## src/rtl/wiper_pkg.sv

```systemverilog
package wiper_pkg;
    // control-edge tracking state of the top level
    typedef struct packed {
        logic step_p;   // step as sampled on the previous edge
        logic sel_p;    // sel_n as sampled on the previous edge
        logic standby;  // low-power indicator
    } ctl_state_t;
endpackage

```

## src/rtl/wiper_counter.sv

```systemverilog
module wiper_counter #(
    parameter int NUM_TAPS = 100,
    parameter int POS_W    = $clog2(NUM_TAPS)
) (
    input  logic             clk,
    input  logic             rst_n,
    input  logic [POS_W-1:0] recall_val,
    input  logic             adv,
    input  logic             up,
    output logic [POS_W-1:0] pos
);
    localparam logic [POS_W-1:0] TOP = POS_W'(NUM_TAPS - 1);

    logic [POS_W-1:0] pos_d, pos_q;

    always_comb begin
        pos_d = pos_q;
        if (!rst_n) begin
            pos_d = recall_val;
        end else if (adv) begin
            if (up && pos_q != TOP)
                pos_d = pos_q + 1'b1;
            else if (!up && pos_q != '0)
                pos_d = pos_q - 1'b1;
        end
    end

    always_ff @(posedge clk) begin
        pos_q <= pos_d;
    end

    assign pos = pos_q;

    // one tap per accepted up step
    p_step_one_r2: assert property (@(posedge clk) disable iff (!rst_n)
        (adv && up && pos_q != TOP) |=> (pos_q == $past(pos_q) + 1'b1));
    // no wrap at the top end
    p_no_wrap_top_r3: assert property (@(posedge clk) disable iff (!rst_n)
        (adv && up && pos_q == TOP) |=> (pos_q == TOP));
    // no wrap at the bottom end
    p_no_wrap_bot_r3: assert property (@(posedge clk) disable iff (!rst_n)
        (adv && !up && pos_q == '0) |=> (pos_q == '0));
endmodule

```

## src/rtl/nv_store.sv

```systemverilog
module nv_store #(
    parameter int POS_W        = 7,
    parameter int STORE_CYCLES = 20000,
    parameter int ENDURANCE    = 100000
) (
    input  logic             clk,
    input  logic             rst_n,
    input  logic             init_n,
    input  logic             wr_en,
    input  logic [POS_W-1:0] wr_val,
    output logic [POS_W-1:0] nv_val,
    output logic             busy,
    output logic             done,
    output logic             worn
);
    localparam int CW = $clog2(STORE_CYCLES + 1);
    localparam int WW = $clog2(ENDURANCE + 2);
    localparam logic [WW-1:0] WSAT = WW'(ENDURANCE + 1);

    typedef struct packed {
        logic [POS_W-1:0] val;
        logic [CW-1:0]    cnt;
        logic [WW-1:0]    wcount;
    } nv_state_t;

    nv_state_t st_d, st_q;

    always_comb begin
        st_d = st_q;
        if (st_q.cnt != '0)
            st_d.cnt = st_q.cnt - 1'b1;
        if (!rst_n)
            st_d.cnt = '0;
        if (wr_en) begin
            st_d.val = wr_val;
            st_d.cnt = CW'(STORE_CYCLES);
            if (st_q.wcount != WSAT)
                st_d.wcount = st_q.wcount + 1'b1;
        end
        if (!init_n) begin
            st_d.val    = '0;
            st_d.wcount = '0;
        end
    end

    always_ff @(posedge clk) begin
        st_q <= st_d;
    end

    assign nv_val = st_q.val;
    assign busy   = (st_q.cnt != '0);
    assign done   = (st_q.cnt == CW'(1));
    assign worn   = (st_q.wcount > WW'(ENDURANCE));

    // the stored value moves only on a write
    p_store_only_on_write_r6: assert property (@(posedge clk) disable iff (!init_n)
        !wr_en |=> $stable(st_q.val));
    // busy holds until its final cycle
    p_busy_holds_r7: assert property (@(posedge clk) disable iff (!rst_n)
        (busy && !done) |=> busy);
    // no write is accepted during busy
    p_no_write_busy_r7: assert property (@(posedge clk) disable iff (!rst_n)
        busy |-> !wr_en);
    // wear flag is sticky until first initialisation
    p_worn_sticky_r10: assert property (@(posedge clk) disable iff (!init_n)
        worn |=> worn);
endmodule

```

## src/rtl/tap_decoder.sv

```systemverilog
module tap_decoder #(
    parameter int NUM_TAPS = 100,
    parameter int POS_W    = $clog2(NUM_TAPS)
) (
    input  logic [POS_W-1:0]    pos,
    output logic [NUM_TAPS-1:0] taps
);
    for (genvar i = 0; i < NUM_TAPS; i++) begin : g_tap
        assign taps[i] = (pos == POS_W'(i));
    end
endmodule

```

## src/rtl/wiper_ctrl.sv

```systemverilog
module wiper_ctrl #(
    parameter int NUM_TAPS     = 100,
    parameter int STORE_CYCLES = 20000,
    parameter int ENDURANCE    = 100000,
    localparam int POS_W       = $clog2(NUM_TAPS)
) (
    input  logic                clk,
    input  logic                rst_n,
    input  logic                init_n,
    input  logic                sel_n,
    input  logic                dir_up,
    input  logic                step,
    output logic [POS_W-1:0]    wiper_pos,
    output logic [NUM_TAPS-1:0] tap_sel,
    output logic                store_busy,
    output logic                standby,
    output logic                worn_out
);
    import wiper_pkg::*;

    ctl_state_t       ctl_d, ctl_q;
    logic [POS_W-1:0] nv_val;
    logic             st_done;
    logic             sel_act, step_fall, sel_rise, adv, wr_en;

    always_comb begin
        sel_act   = !sel_n && !store_busy;
        step_fall = ctl_q.step_p && !step;
        sel_rise  = sel_n && !ctl_q.sel_p && !store_busy;
        adv       = rst_n && sel_act && step_fall;
        wr_en     = rst_n && sel_rise && step;

        ctl_d        = ctl_q;
        ctl_d.step_p = step;
        ctl_d.sel_p  = sel_n;
        if (sel_act)
            ctl_d.standby = 1'b0;
        else if (st_done || (sel_rise && !step))
            ctl_d.standby = 1'b1;
        if (!rst_n) begin
            ctl_d.step_p  = 1'b1;
            ctl_d.sel_p   = 1'b1;
            ctl_d.standby = 1'b1;
        end
    end

    always_ff @(posedge clk) begin
        ctl_q <= ctl_d;
    end

    wiper_counter #(.NUM_TAPS(NUM_TAPS), .POS_W(POS_W)) u_counter (
        .clk        (clk),
        .rst_n      (rst_n),
        .recall_val (nv_val),
        .adv        (adv),
        .up         (dir_up),
        .pos        (wiper_pos)
    );

    nv_store #(.POS_W(POS_W), .STORE_CYCLES(STORE_CYCLES), .ENDURANCE(ENDURANCE)) u_store (
        .clk    (clk),
        .rst_n  (rst_n),
        .init_n (init_n),
        .wr_en  (wr_en),
        .wr_val (wiper_pos),
        .nv_val (nv_val),
        .busy   (store_busy),
        .done   (st_done),
        .worn   (worn_out)
    );

    tap_decoder #(.NUM_TAPS(NUM_TAPS), .POS_W(POS_W)) u_dec (
        .pos  (wiper_pos),
        .taps (tap_sel)
    );

    assign standby = ctl_q.standby;

    // deselected means the wiper holds
    p_deselect_hold_r4: assert property (@(posedge clk) disable iff (!rst_n)
        sel_n |=> $stable(wiper_pos));
    // a store-type deselect starts the busy window
    p_store_busy_r5: assert property (@(posedge clk) disable iff (!rst_n)
        (sel_n && !ctl_q.sel_p && !store_busy && step) |=> store_busy);
    // exactly one tap, at the wiper position
    p_onehot_r9: assert property (@(posedge clk) disable iff (!rst_n)
        $onehot(tap_sel) && tap_sel[wiper_pos]);
    // selected and idle means not in standby
    p_awake_r8: assert property (@(posedge clk) disable iff (!rst_n)
        (!sel_n && !store_busy) |=> !standby);
endmodule

```

## config.mk

```make
export PLATFORM = sky130hd
export DESIGN_NAME = wiper_ctrl
export DESIGN_NICKNAME = d
export VERILOG_FILES = /design/src/rtl/wiper_pkg.sv /design/src/rtl/wiper_counter.sv /design/src/rtl/nv_store.sv /design/src/rtl/tap_decoder.sv /design/src/rtl/wiper_ctrl.sv
export SDC_FILE = /design/constraint.sdc
export NUM_CORES = 1
export LEC_CHECK = 0
export CORE_MARGIN = 2
export CORE_UTILIZATION = 44
export CTS_CLUSTER_DIAMETER = 40
export CTS_CLUSTER_SIZE = 16
export DETAILED_ROUTE_END_ITERATION = 8
export DONT_BUFFER_PORTS = 1
export HOLD_SLACK_MARGIN = 0.05
export PLACE_DENSITY = 0.7
export RECOVER_POWER = 50
export SYNTH_ARGS = -nofsm -noshare
export SYNTH_HDL_FRONTEND = slang
export SYNTH_HIERARCHICAL = 1
export SYNTH_SLANG_ARGS = --single-unit
```

## constraint.sdc

```tcl
create_clock -name clk -period 4.2 [get_ports clk]
set_input_delay 0.84 -clock clk [delete_from_list [all_inputs] [get_ports clk]]
set_output_delay 0.84 -clock clk [all_outputs]
set_load 0.02 [all_outputs]
```

==> impl_metrics.yaml <==
timing:
  final.setup.worst_slack_ns: 0.5809
  period_share_pct: 86.17
  fmax_ghz: 0.2763
  hold_violations: 0
  final_max_slew_viol_count: 0
  worstMarginPinSlew_ns: 0.9718
  period_minus_slack_ns: 3.619
  rsz0062_at_grt: "false"
  setup_viol: 0
  slew_headroom_pct: 35.21
  fin_skew_ns: 0.006801
  setup_tns_ns: 0
  whs_ns: 0.5023
global_route:
  grt_max_degree: 29
  met2_usage_pct: 31.93
  antenna_found_initial: 0
  met3_usage_pct: 3.173
  busiest_layer: "met2"
  overflow: 0
  grt_pass1_wl_um: 12660
  grt_pass1_vias: 2629
  met1_usage_pct: 22.09
  grt.total_usage_pct: 18.13
detailed_routing:
  drt_first_pass_iters: 4
  via_per_inst: 5.991
  routed-via-count: 3181
  wl_per_cell_um: 15.71
  drtIter0Drc: 120
  drc: 0
  ant_nets: 0
  wirelength_um: 8342
setup_path:
  cp_common_cell: "or4_4"
  arrival_ns: 3.85
  reg2reg_to: "u_store/st_q[15]"
  slowest_delay_ns: 0.61
  crit_path_end_kind: "register"
  critical_path_class: "register to register"
  path_cells: "nor4_1 -> nand3_1 -> or4_4 -> nand2b_1 -> nor3_2 -> nand4_1 -> or4_4 -> or3_1 -> a21oi_1"
  ff2ff_path_depth: 9
  rrSetupSlack_ns: 0.58
  critical_path.max_fanout: 7
  worstPathRequired_ns: 4.43
  cp_top_family: "simple AND/OR/NAND/NOR gates"
  slowest_stage: "or4_4"
  worstReg2RegStart: "u_store/st_q[19]"
  startpoint_type: "register"
  crit_buf_inv: 0
clock_tree:
  ctsHtreeMaxLevel: 2
  cts_setup_buffers: 0
  cts_resized: 0
  cts_buffers: 5
  cts_max_path_buffers: 2
  cts_tree: "yes"
  hold_buffers: 0
  clk_latency_ns: 0.31
  cts_root_buffer: "clkbuf_8"
  path_clk_slew_ns: 0.09
  clock_sinks: 49
synth:
  synth.yosys.seq_area_share_pct: 30.59
  synth_cell_type_count: 68
  synth_area_um2: 3436
  yosys_warnings: 6
  async_flop_share_pct: 0
  ys_seq_elements: 49
  syn_nets: 469
  synth_edf_count: 7
  netlist_instances: 452
  synth.avg_cell_area_um2: 7.601
  synth_top_flop_cell: "dfxtp_1"
power:
  switching_share_pct: 42.09
  seqPwrFrac_pct: 38.5
  pwr-share-comb_pct: 41.1
  powerDensity_nw_per_um2: 483.7
  peakVddDrop_uv: 210.7
  p_int_uw: 978.9
  switchingPower_uw: 711.5
  total_power_uw: 1690
  leakage_uw: 0.001154
  p_clk_share_pct: 20.4
min_path:
  min_to: "u_store/nv_val[5]"
  hold_class: "register to register"
  hp-start: "u_store/nv_val[5]"
  min_path_cells: 2
floorplan:
  dieArea_um2: 8531
  core_um2: 7647
  die_height_um: 92.37
  num_rows: 32
  pin_count: 116
  start_util_pct: 44.93
  die_w_um: 92.37
flow_run:
  cap_viol_max_count: 0
layout:
  final_cell_mix: "nor2_1, dfxtp_1, nand2_1"
  drive_gt1_share_pct: 5.594
  final_area_um2: 3495
  final_common_cell: "nor2_1"
  nNetsFinal: 445
  diodes: 0
  area_delta_synth_final_pct: 1.712
placement:
  post-place-ws_ns: 0.8142
  place.gp.congestion: 0.8729
  hpwlAfterDp_um: 6161
  port_buffers: 0
  placed_area_um2: 3411
status:
  outcome: "complete, no violations"
## cell type report
| class | count | area [µm²] |
|---|---|---|
| Clock buffer | 5 | 68.82 |
| Clock inverter | 3 | 43.79 |
| Inverter | 16 | 60.06 |
| Multi-Input combinational cell | 351 | 2117 |
| Fill cell | 777 | 4153 |
| Sequential cell | 49 | 1051 |
| Timing Repair Buffer | 5 | 26.28 |
| Tap cell | 102 | 127.6 |
## kinds of logic after synthesis
kind of cell / synth area share, %
flip-flops: 30.59
multiplexers: 3.860
adder cells (fa/ha/maj): 4.224
XOR/XNOR: 2.804
AND/OR/NAND/NOR: 37.80
AO/OA/AOI/OAI: 13.29
buffers and inverters: 7.429
## worst min-delay path: stages, from the launching register on
cell     delay (ns)
dfxtp_1        0.33
mux2i_1        0.07
nor2_1         0.07
## how the worst max path moves through the flow
stage | to | depth (start not counted) | from | slack (ns)
global route | u_store/st_q[15] | 9 | u_store/st_q[19] | 0.35
floorplan | u_store/st_q[15] | 10 | u_store/st_q[27] | 1.03
finish | u_store/st_q[15] | 9 | u_store/st_q[19] | 0.58
detailed placement | u_store/st_q[15] | 9 | u_store/st_q[27] | 0.81
global placement | u_store/st_q[15] | 9 | u_store/st_q[27] | 0.90
CTS | u_store/st_q[15] | 9 | u_store/st_q[27] | 0.79
## cells in the mapped netlist (all sizes together), types with 8 or more instances
| library cell | count | area share (%) |
|---|---|---|
| inv | 16 | 1.7 |
| buf | 21 | 4.0 |
| clkbuf | 15 | 1.7 |
| dfxtp | 42 | 24 |
| nor2 | 124 | 14 |
| nand2 | 30 | 3.4 |
| mux2i | 11 | 3.2 |
| ha | 10 | 3.6 |
| o21ai | 17 | 2.5 |
| a21oi | 19 | 2.8 |
| nand3 | 8 | 1.2 |
| or3 | 10 | 2.0 |
| nor3 | 8 | 1.2 |
| or4 | 10 | 2.5 |
## registers in the layout, summed over array words and instances, names as in the netlist
signal and count:
u_store/st_q 32, u_counter/pos 7, u_store/nv_val 7, ctl_q 2, standby 1
## routing by layer
layer  vias to the layer above  share of wire [%]  routed length, µm
met5                         -                  0                  0
met4                         0                2.2                181
met3                        13                6.8                571
met2                       131                 48               4033
met1                      1500                 43               3555
li1                       1537                  -                  -
## power groups by stage
stage | clock network, µW | registers, µW | logic, µW
2_1_floorplan | 0 | 646 | 582
3_3_place_gp | 0 | 658 | 681
3_5_place_dp | 0 | 663 | 693
4_1_cts | 356 | 653 | 694
5_1_grt | 369 | 664 | 767
6_report | 345 | 652 | 694
## through the flow
stage          cells  util, %
2_1_floorplan    452        -
3_3_place_gp     523    44.60
3_5_place_dp     523    44.60
4_1_cts          531    46.07
5_1_grt          531    45.70
6_report         531    45.70
Note: power is estimated with default switching activity, not from simulation.
